===== src/rtl/pllenc_pkg.sv =====
package pllenc_pkg;
    typedef enum logic [2:0] {
        S_IDLE,
        S_RATIO,
        S_SCALE,
        S_VCO,
        S_WRAP
    } enc_state_t;

    typedef enum logic [1:0] {
        V_WRITE,
        V_BYPASS,
        V_REJECT
    } verdict_t;

    localparam int unsigned BAND3_KHZ = 175000;
    localparam int unsigned BAND2_KHZ = 150000;
    localparam int unsigned BAND1_KHZ = 125000;
endpackage


===== src/rtl/serial_divider.sv =====
module serial_divider #(
    parameter int DW = 32,
    parameter int VW = 9
) (
    input  logic          clk,
    input  logic          rst,
    input  logic          go,
    input  logic [DW-1:0] dividend,
    input  logic [VW-1:0] divisor,
    output logic          busy,
    output logic          valid,
    output logic [DW-1:0] quotient,
    output logic [VW-1:0] remainder
);
    localparam int CW = $clog2(DW + 1);

    logic [DW-1:0] quot_q;
    logic [VW-1:0] rem_q;
    logic [VW-1:0] dsr_q;
    logic [CW-1:0] cnt_q;
    logic [VW:0]   trial;
    logic [VW:0]   diff;
    logic          fits;

    assign trial = {rem_q, quot_q[DW-1]};
    assign diff  = trial - {1'b0, dsr_q};
    assign fits  = trial >= {1'b0, dsr_q};

    always_ff @(posedge clk) begin
        if (rst) begin
            quot_q <= '0;
            rem_q  <= '0;
            dsr_q  <= '0;
            cnt_q  <= '0;
            busy   <= 1'b0;
            valid  <= 1'b0;
        end else begin
            valid <= 1'b0;
            if (go && !busy) begin
                quot_q <= dividend;
                rem_q  <= '0;
                dsr_q  <= divisor;
                cnt_q  <= CW'(DW);
                busy   <= 1'b1;
            end else if (busy) begin
                quot_q <= {quot_q[DW-2:0], fits};
                rem_q  <= fits ? diff[VW-1:0] : trial[VW-1:0];
                cnt_q  <= cnt_q - 1'b1;
                if (cnt_q == CW'(1)) begin
                    busy  <= 1'b0;
                    valid <= 1'b1;
                end
            end
        end
    end

    assign quotient  = quot_q;
    assign remainder = rem_q;

    // the remainder handed to the controller is always below the divisor
    a_r4_rem_below_divisor: assert property (@(posedge clk) disable iff (rst)
        valid |-> (rem_q < dsr_q));
endmodule


===== src/rtl/prescale_calc.sv =====
module prescale_calc #(
    parameter int DW = 32
) (
    input  logic [DW-1:0] ratio,
    output logic [2:0]    p
);
    always_comb begin
        if (ratio >= DW'(16))     p = 3'd0;
        else if (ratio >= DW'(8)) p = 3'd1;
        else if (ratio >= DW'(4)) p = 3'd2;
        else if (ratio >= DW'(2)) p = 3'd3;
        else                      p = 3'd4;
    end
endmodule


===== src/rtl/byte_packer.sv =====
module byte_packer (
    input  logic [11:0] n,
    input  logic [8:0]  r,
    input  logic [5:0]  q,
    input  logic [2:0]  p,
    input  logic [1:0]  band,
    output logic [31:0] word
);
    always_comb begin
        word[7:0]   = n[11:4];
        word[15:8]  = {n[3:0], r[8:5]};
        word[23:16] = {r[4:0], q[5:3]};
        word[31:24] = {q[2:0], p, band};
    end
endmodule


===== src/rtl/pll_mult_encoder.sv =====
module pll_mult_encoder
    import pllenc_pkg::*;
#(
    parameter int N_W   = 12,
    parameter int M_W   = 9,
    parameter int F_W   = 20,
    parameter int Q_LO  = 16,
    parameter int Q_HI  = 63,
    parameter int R_MAX = 511
) (
    input  logic           clk,
    input  logic           rst,
    input  logic           start,
    input  logic [N_W-1:0] n_in,
    input  logic [M_W-1:0] m_in,
    input  logic [F_W-1:0] fin_khz,
    output logic [31:0]    cfg_word,
    output logic           done,
    output logic           bypass,
    output logic           invalid
);
    localparam int DIV_W = F_W + N_W;

    enc_state_t     state_q, state_d;
    verdict_t       verdict_q;
    logic [N_W-1:0] n_q;
    logic [M_W-1:0] m_q;
    logic [F_W-1:0] f_q;
    logic [2:0]     p_q;
    logic [5:0]     q_q;
    logic [M_W-1:0] r_q;
    logic [1:0]     band_q;
    logic           launch_q;

    logic [DIV_W-1:0] div_dividend, div_quot;
    logic [M_W-1:0]   div_rem;
    logic             div_busy, div_valid;
    logic [2:0]       p_calc;
    logic [1:0]       band_calc;
    logic [31:0]      packed_word;
    logic             in_bypass, scale_ok;

    assign in_bypass = (n_in == '0) || (m_in == '0) || (n_in == N_W'(m_in));
    assign scale_ok  = (div_quot >= DIV_W'(Q_LO)) && (div_quot <= DIV_W'(Q_HI))
                       && (32'(div_rem) <= 32'(R_MAX));

    always_comb begin
        unique case (state_q)
            S_SCALE: div_dividend = DIV_W'(n_q) << p_q;
            S_VCO:   div_dividend = DIV_W'(f_q) * DIV_W'(n_q);
            default: div_dividend = DIV_W'(n_q);
        endcase
    end

    always_comb begin
        if (div_quot >= DIV_W'(BAND3_KHZ))      band_calc = 2'd3;
        else if (div_quot >= DIV_W'(BAND2_KHZ)) band_calc = 2'd2;
        else if (div_quot >= DIV_W'(BAND1_KHZ)) band_calc = 2'd1;
        else                                    band_calc = 2'd0;
    end

    serial_divider #(.DW(DIV_W), .VW(M_W)) u_div (
        .clk       (clk),
        .rst       (rst),
        .go        (launch_q),
        .dividend  (div_dividend),
        .divisor   (m_q),
        .busy      (div_busy),
        .valid     (div_valid),
        .quotient  (div_quot),
        .remainder (div_rem)
    );

    prescale_calc #(.DW(DIV_W)) u_pre (
        .ratio (div_quot),
        .p     (p_calc)
    );

    byte_packer u_pack (
        .n    (n_q),
        .r    (r_q),
        .q    (q_q),
        .p    (p_q),
        .band (band_q),
        .word (packed_word)
    );

    always_comb begin
        state_d = state_q;
        unique case (state_q)
            S_IDLE:  if (start)     state_d = in_bypass ? S_WRAP : S_RATIO;
            S_RATIO: if (div_valid) state_d = S_SCALE;
            S_SCALE: if (div_valid) state_d = scale_ok ? S_VCO : S_WRAP;
            S_VCO:   if (div_valid) state_d = S_WRAP;
            S_WRAP:                 state_d = S_IDLE;
            default:                state_d = S_IDLE;
        endcase
    end

    always_ff @(posedge clk) begin
        if (rst) state_q <= S_IDLE;
        else     state_q <= state_d;
    end

    always_ff @(posedge clk) begin
        if (rst) begin
            verdict_q <= V_WRITE;
            n_q       <= '0;
            m_q       <= '0;
            f_q       <= '0;
            p_q       <= '0;
            q_q       <= '0;
            r_q       <= '0;
            band_q    <= '0;
            launch_q  <= 1'b0;
            cfg_word  <= '0;
            done      <= 1'b0;
            bypass    <= 1'b0;
            invalid   <= 1'b0;
        end else begin
            launch_q <= 1'b0;
            done     <= 1'b0;
            unique case (state_q)
                S_IDLE: if (start) begin
                    n_q <= n_in;
                    m_q <= m_in;
                    f_q <= fin_khz;
                    if (in_bypass) begin
                        verdict_q <= V_BYPASS;
                    end else begin
                        verdict_q <= V_WRITE;
                        launch_q  <= 1'b1;
                    end
                end
                S_RATIO: if (div_valid) begin
                    p_q      <= p_calc;
                    launch_q <= 1'b1;
                end
                S_SCALE: if (div_valid) begin
                    q_q <= div_quot[5:0];
                    r_q <= div_rem;
                    if (scale_ok) launch_q  <= 1'b1;
                    else          verdict_q <= V_REJECT;
                end
                S_VCO: if (div_valid) band_q <= band_calc;
                S_WRAP: begin
                    done    <= 1'b1;
                    bypass  <= (verdict_q == V_BYPASS);
                    invalid <= (verdict_q == V_REJECT);
                    if (verdict_q == V_WRITE) cfg_word <= packed_word;
                end
                default: ;
            endcase
        end
    end

    // completion pulse never lasts two cycles
    a_r8_done_single: assert property (@(posedge clk) disable iff (rst)
        done |=> !done);
    // configuration word only moves together with done
    a_r8_word_hold: assert property (@(posedge clk) disable iff (rst)
        !done |-> $stable(cfg_word));
    // flags are mutually exclusive
    a_r9_flags_exclusive: assert property (@(posedge clk) disable iff (rst)
        !(bypass && invalid));
    // a committed word carries a Q field inside its legal window
    a_r4_q_field_legal: assert property (@(posedge clk) disable iff (rst)
        (done && !bypass && !invalid) |->
        ({cfg_word[18:16], cfg_word[31:29]} >= 6'(Q_LO)));
    // a committed P field never exceeds 4
    a_r3_p_field_max: assert property (@(posedge clk) disable iff (rst)
        (done && !bypass && !invalid) |-> (cfg_word[28:26] <= 3'd4));
    // operands latched for a job do not move while the job runs
    a_r7_operands_held: assert property (@(posedge clk) disable iff (rst)
        (state_q != S_IDLE) |=> $stable(n_q) && $stable(m_q) && $stable(f_q));
    // the divider is never asked to start while it is still working
    a_r7_no_relaunch: assert property (@(posedge clk) disable iff (rst)
        launch_q |-> !div_busy);
endmodule


===== config.mk =====
export PLATFORM = sky130hd
export DESIGN_NAME = pll_mult_encoder
export DESIGN_NICKNAME = d
export VERILOG_FILES = /design/src/rtl/pllenc_pkg.sv /design/src/rtl/serial_divider.sv /design/src/rtl/prescale_calc.sv /design/src/rtl/byte_packer.sv /design/src/rtl/pll_mult_encoder.sv
export SDC_FILE = /design/constraint.sdc
export NUM_CORES = 1
export LEC_CHECK = 0
export ABC_AREA = 0
export BUFFER_PORTS_ARGS = -buffer_cell sky130_fd_sc_hd__buf_2
export CORE_ASPECT_RATIO = 0.75
export CORE_UTILIZATION = 45
export CTS_CLUSTER_SIZE = 28
export DETAILED_ROUTE_END_ITERATION = 7
export GPL_ROUTABILITY_DRIVEN = 0
export PLACE_DENSITY = 0.68
export SYNTH_ARGS = -nofsm -noshare
export SYNTH_HDL_FRONTEND = slang
export SYNTH_HIERARCHICAL = 1
export SYNTH_SLANG_ARGS = --single-unit

===== constraint.sdc =====
create_clock -name clk -period 5.9 [get_ports clk]
set_input_delay 0 -clock clk [delete_from_list [all_inputs] [get_ports clk]]
set_output_delay 0 -clock clk [all_outputs]
set_load 0.1 [all_outputs]

==> summary.txt, run 1 <==
Clocking
  – Root Driver: clkbuf_16
  – Total CTS buffers: 17
  – CTS tree: done
  – Clk buf depth: 2
  – Worst-skew pair later-pin latency: approximately 460 ps
  – Sink Count: 160
  – Clock Pin Slew Worst Setup and Hold Paths: about 80 ps
  – H-tree lvl count: 4

Global route
  – Initial antenna violation count: 0
  – First-pass GRT wire length: around 71,000 um
  – Largest net degree at the start of global routing: between 80 and 90
  – Vias in the first global route: approximately 14,000
  – Grt total ovfl: 0
  – Total GRT Usage: between 20% and 30%

Synth
  – Post-synth cell types: 76
  – Seq/Total Area, Yosys: 20.32%
  – Cells after Synth: between 1,500 and 2,000
  – Net Count, Synth: 2,304
  – Post-synthesis mux area share: under 10%
  – Synth Area in Compound Gates: about an eighth
  – Synth async-reset ratio: 0%
  – Post-Synth XOR/XNOR Area: ~2.2%
  – Yosys reg bits: 160
  – Largest family of logic cells by synthesized area: adder cells
  – Most used flip-flop cell after synthesis: dfxtp_1
  – Post-synth EDFFs: 0
  – Warnings from Yosys: 6
  – Cell accounting for the most synthesized area: fa_1
  – Mean Syn Cell Area: around 7.9 um2
  – Commonest cells in the netlist: nand2_1 (426), inv_1 (237), fa_1 (181)
  – Area fraction of the dominant cell type after synthesis: between 20% and 30%
  – Post-Synth Adder-Cell Area: about 29%
  – Count leader, synth: nand2_1
  – Cell Area, Synth: roughly 0.016 mm2
  – Simple-gate share of the synthesized area: 21.15%
  – Top post-synthesis cells by area: fa_1 (23%), dfxtp_1 (20%), nand2_1 (10%)

Routing
  – DRC errors left: 0
  – Drt first pass iters: 5
  – Iter 0 DRT Violations: between 1,000 and 1,500
  – ANT nets after route: 0
  – DR WL/cell: between 15 and 20 um
  – DR vias: 13,780
  – Vias/cell: 5.484
  – Routed wire length: about 42,000 um

Power
  – Cell area power density: approximately 180 mW/mm2
  – Power after layout: 3.141 mW
  – Leak pwr: around 8 nW
  – Max VDD drop: approximately 0.22 mV

Floorplanning
  – Core area: roughly 0.034 mm2
  – DIE WIDTH: 218.1 um
  – IO Count: slightly below 80
  – Die Ht: around 160 um
  – Initial core utilization: 46.41%
  – Placement Rows: 58
  – Die area: roughly 0.036 mm2

STA
  – Post-layout minimum cycle time: 5660 ps
  – Worst slew pin tran: 1287 ps
  – RSZ-0062 raised after global routing: true
  – Crit share post-route: a little over nine tenths
  – F_max: roughly 180 MHz
  – Hold Fails Final Rpt: 0
  – Hold_ws: a little over 90 ps
  – Final setup violation count: 0
  – Fin Clk Skew: between 20 and 25 ps
  – Slew margin rel.: 13.78%
  – Fin. max-slew vios: 0

Worst setup path
  – Worst Reg2Reg Path Length in Cells: 22
  – Worst Setup Path Type: reg -> reg
  – Critical path required time: 6200 ps
  – Critical-path maximum fanout: 11
  – CP Data Arrival Time: ~6000 ps
  – CP Capture Type: flop
  – Startpoint Class: flop

Placed design
  – Area after DPL: 0.01651 mm2
  – DP Wirelength: 31,930 um
  – Number of buffers inserted by port buffering: just under 80

Cells and area
  – Final Util: 52.19%
  – Fill cell count: between 3,000 and 4,000
  – Share of cells above drive strength 1: between 10% and 20%
  – Area of the multi-input gates: 0.01105 mm2
  – # diodes: 0
  – Nets: about 2,400
  – Final instance area: between 0.015 and 0.02 mm2
  – Reg area: between 0.003 and 0.004 mm2
  – Area Overhead vs Synth: 12.45%

Min path
  – Min-delay worst type: in -> reg
  – Hold depth: 2

Outcome
  – Outcome: finished, final reports clean

Job
  – Number of max-cap violations: 0
-- sequential cells by signal, indices dropped and copies added, names as in the netlist, 3 cells and up --
name / count
u_div/dsr_q: 9
q_q: 6
u_div/remainder: 9
n_q: 12
cfg_word: 32
m_q: 9
f_q: 20
u_div/cnt_q: 6
p_q: 3
u_div/quotient: 32
r_q: 9
state_q: 3
-- metrics by stage --
stage	TNS, ps	instances	setup WS, ps
after CTS	0	2511	21.43
after global placement	0	2437	36.81
after detailed placement	0	2437	1.705
final	0	2512	239.9
after global routing	-31.19	2512	-27.44
after floorplan	0	1998	354.1
-- report_power, final --
part / switching (mW) / internal, mW
clock network: 0.570 / 0.582
registers: 0.0711 / 1.12
logic: 0.481 / 0.320
-- layout by cell type, fill, tap and decap left out, drive strengths merged, types with 9 or more instances in the layout --
cell type / count
xor2: 21
inv: 243
mux2i: 60
nand3: 12
a21oi: 181
fa: 181
clkinv: 10
a31oi: 9
nand2b: 13
a21o: 19
dlygate4sd3: 42
dfxtp: 160
nand4: 13
and2: 74
nand2: 426
clkbuf: 17
ha: 81
nor2: 138
a211oi: 14
o21ai: 48
buf: 141
nor3: 18
o21bai: 9
xnor2: 18
nor4: 23
-- layout make-up --
class                      instances  area share [%]
tap                              450           3.177
clock buffer                      17           2.400
multi-input combinational       1449           62.36
sequential                       160           18.30
clock inverter                    15           1.151
timing repair buffer             183           7.567
inverter                         238           5.040
-- routing by layer --
layer  vias to the layer above  GRT usage [%]  routed length (um)
met3                        43          3.481                3345
met4                         0          6.357                 574
met1                      6702          36.63               20170
li1                       6457              -                   -
met5                         -              0                   0
met2                       574          38.23               18360
-- repair_timing --
action | 4_1_cts | 5_1_grt
gates resized for setup | 2 | 51
hold buffers | 42 | 0
endpoints found under the setup margin | 3 | 16
pin swaps | 0 | 6
buffers inserted | 0 | 1
hold endpoints to repair | 42 | 0
-- path summary, 6_finish.rpt --
check	to	startpoint	slack (ps)
setup reg to reg	u_div/quotient[28]$_SDFFE_PP0P_	n_q[6]$_SDFFE_PP0P_	240
hold reg to reg	cfg_word[29]$_SDFFE_PP0P_	q_q[0]$_SDFFE_PP0P_	450
setup / recovery	u_div/quotient[28]$_SDFFE_PP0P_	n_q[6]$_SDFFE_PP0P_	240
hold / removal	cfg_word[25]$_SDFFE_PP0P_	rst	90
-- critical path, cell delays in order (launching register included) --
cell and delay [ps]:
dfxtp_2 430, buf_4 240, nand2_1 90, fa_1 480
inv_1 50, fa_1 490, fa_1 540, fa_1 550
inv_1 50, fa_1 520, inv_1 40, ha_1 380
nand4_1 110, a21oi_1 220, a211oi_2 90, o31a_1 380
o31ai_2 250, xnor2_1 150, nor2_1 50, mux2i_1 140
nor2_1 50, a21oi_1 140, nor2_1 50
-- kinds of logic after synthesis --
group	after synthesis
simple gates	751
compound gates	331
flops	160
fa+ha+maj	262
xor+xnor	39
mux	66
buf+inv	389
Note: power is estimated with default switching activity, not from simulation.
==> run 2: changes to the inputs <==
Settings changed: PLACE_DENSITY 0.68 to 0.61.
Clock period 5.9 ns to 6.3 ns, I/O delays scaled along.
==> run 2 against run 1 <==
Net effect: first-iteration DRC count rose by 2.9%; sequential power fell by 5%; setup slack improved by 94 ps; via count fell by 1.9%; fmax fell by 5.1%; routed wire length rose by 0.67%; flip-flop and latch count did not move; count of clock-buffer cells in the layout rose by 3; cell count fell by 0.92%; worst hold slack got worse by 78 ps; sequential share of layout area rose by 0.21 points; clock skew fell by 12 ps; largest power group unchanged.
==> summary.txt, run 2 (same netlist as run 1, synthesis figures left out) <==
STA
  – Fin Clk Skew: approximately 8.8 ps
  – Hold Fails Final Rpt: 0
  – Crit share post-route: 94.70%
  – Fin. max-slew vios: 0
  – Total negative slack: 0 ps
  – Worst slew pin tran: about 1100 ps
  – F_max: ~170 MHz
  – Post-route setup slack: between 300 and 400 ps
  – Post-layout minimum cycle time: approximately 6000 ps
  – Slew margin rel.: 25.42%
  – Final setup violation count: 0
  – Hold_ws: approximately 15 ps
  – RSZ-0062 raised after global routing: false

Min path
  – Hold Crit Start: start
  – Hold depth: 4
  – Min-delay worst type: in -> reg
  – WHS Endpoint: state_q[2]$_SDFFE_PP0P_

Worst setup path
  – Cell family with most CP delay: adder cells
  – CP Data Arrival Time: between 6000 and 7000 ps
  – Worst path max stage delay: between 500 and 600 ps
  – CP Buf/Inv Count: 5
  – CP cell instances: buf_4 > and2_1 > fa_1 > inv_1 > fa_1 > inv_1 > fa_1 > fa_1 > inv_1 > fa_1 > inv_1 > ha_1 > a21o_1 > a211oi_1 > nor2_1 > o41ai_1 > o31ai_2 > xnor2_1 > nor2_1 > mux2i_1 > nor2_1 > a21oi_1 > nor2_1
  – CP Depth: 23
  – Worst Setup Path Type: reg -> reg
  – Worst path slowest cell: fa_1
  – Worst Reg2Reg Path Length in Cells: 23
  – RR Startpoint: n_q[11]$_SDFFE_PP0P_
  – Worst R2R Setup Slack: 330 ps
  – End of the worst register-to-register path: u_div/quotient[28]$_SDFFE_PP0P_
  – Critical path required time: approximately 6600 ps
  – Critical-path maximum fanout: 19
  – CP Capture Type: flop
  – CP dominant cell by count: fa_1
  – Startpoint Class: flop

Power
  – Sequential share of power: approximately 39%
  – Cell area power density: 168.5 mW/mm2
  – Max VDD drop: 0.2036 mV
  – Combinational Power Share: approximately a quarter
  – Switching portion of total power: approximately a third
  – Int Pwr: approximately 1.9 mW
  – NetSw: a little under 1 mW
  – Leak pwr: roughly 7.8 nW
  – Clk pwr share: around 37%

Global route
  – Total GRT Usage: 25.14%
  – Vias in the first global route: between 10,000 and 15,000
  – First-pass GRT wire length: about 71,000 um
  – Largest net degree at the start of global routing: ~60
  – Initial antenna violation count: 0
  – Grt total ovfl: 0

Placed design
  – Pre-CTS WS: 131.3 ps
  – # placed instances: about 2,400
  – Area after DPL: around 0.016 mm2
  – Number of buffers inserted by port buffering: just under 80
  – DP Wirelength: 32,180 um

Outcome
  – Outcome: finished, final reports clean

Routing
  – ANT nets after route: 0
  – Routed wire length: roughly 43,000 um
  – DR WL/cell: 17.17 um
  – Vias/cell: roughly 5.4
  – DRC errors left: 0
  – DR vias: ~14,000
  – Drt first pass iters: 5
  – Iter 0 DRT Violations: 1,260

Job
  – Number of max-cap violations: 0

Clocking
  – Sink Count: 160
  – Total CTS buffers: 17
  – Post-CTS Setup Bufs: 0
  – Clock Pin Slew Worst Setup and Hold Paths: around 70 ps
  – Root Driver: clkbuf_16
  – H-tree lvl count: 4
  – CTS tree: done
  – Clk buf depth: 2
  – Worst-skew pair later-pin latency: between 400 and 500 ps

Cells and area
  – Most frequent cells in the layout: nand2_1 (426), inv_1 (237), fa_1 (181), a21oi_1 (179), dfxtp_1 (150)
  – Final std cells w/o fill: around 2,500
  – Most common cell after layout, fill and taps aside: nand2_1
  – Share of cells above drive strength 1: under 10%
  – Area of the multi-input gates: about 0.011 mm2
  – Area Overhead vs Synth: 10.29%
  – # diodes: 0
  – Fill cell count: 3,253
  – Nets: ~2,300
  – Final instance area: between 0.015 and 0.02 mm2
  – Reg area: approximately 0.0032 mm2

Floorplanning
  – Die area: roughly 0.036 mm2
  – Initial core utilization: a little under half
  – Die Ht: 164.1 um
  – IO Count: ~80
  – Core area: about 0.034 mm2
  – Placement Rows: 58
  – DIE WIDTH: ~220 um
-- run 2: how the worst max path moves through the flow --
| stage | from | slack (ps) | to |
|---|---|---|---|
| after detailed placement | n_q[8]$_SDFFE_PP0P_ | 130 | u_div/quotient[29]$_SDFFE_PP0P_ |
| after floorplan | n_q[10]$_SDFFE_PP0P_ | 750 | u_div/quotient[24]$_SDFFE_PP0P_ |
| after CTS | n_q[8]$_SDFFE_PP0P_ | 80 | u_div/quotient[28]$_SDFFE_PP0P_ |
| final | n_q[11]$_SDFFE_PP0P_ | 330 | u_div/quotient[28]$_SDFFE_PP0P_ |
| after global routing | f_q[10]$_SDFFE_PP0P_ | 5 | u_div/quotient[28]$_SDFFE_PP0P_ |
| after global placement | n_q[8]$_SDFFE_PP0P_ | 120 | u_div/quotient[28]$_SDFFE_PP0P_ |
-- run 2: metrics by stage --
step | util (%) | power, mW
3_3_place_gp | 48.11 | 1.817
2_1_floorplan | - | 1.623
4_1_cts | 51.12 | 2.939
5_1_grt | 51.19 | 3.080
6_report | 51.19 | 2.929
3_5_place_dp | 48.11 | 1.827
-- run 2: area by class of cell --
| type | count | area share (%) |
|---|---|---|
| well taps | 450 | 3.239 |
| inverters | 238 | 5.139 |
| repair buffers | 160 | 6.550 |
| flip-flops and latches | 160 | 18.51 |
| clock inverters | 12 | 0.8349 |
| clock buffers | 20 | 2.627 |
| multi-input cells | 1449 | 63.10 |
-- run 2: routing by layer --
metal / up-vias / wire length, um / GRT usage, %
li1: 6422 / - / -
met1: 6635 / 20710 / 36.26
met2: 411 / 18380 / 38.07
met3: 53 / 2706 / 4.722
met4: 0 / 940 / 7.406
met5: - / 0 / 0
-- run 2: power groups by stage --
stage / sequential (mW) / combinational (mW) / clock (mW)
after floorplan: 1.09 / 0.530 / 0
after global placement: 1.15 / 0.667 / 0
after detailed placement: 1.15 / 0.676 / 0
after CTS: 1.13 / 0.701 / 1.11
after global routing: 1.14 / 0.791 / 1.15
final: 1.13 / 0.704 / 1.09
-- run 2: worst min-delay path, cell delays in order --
cell	delay, ps
buf_2	120
mux2i_1	110
or3_1	140
a21oi_1	40
-- run 2: timing repair --
action,in CTS,in global routing
endpoints found under the setup margin,0,17
hold buffers,42,0
resized for setup,0,11
endpoints found under the hold margin,61,0
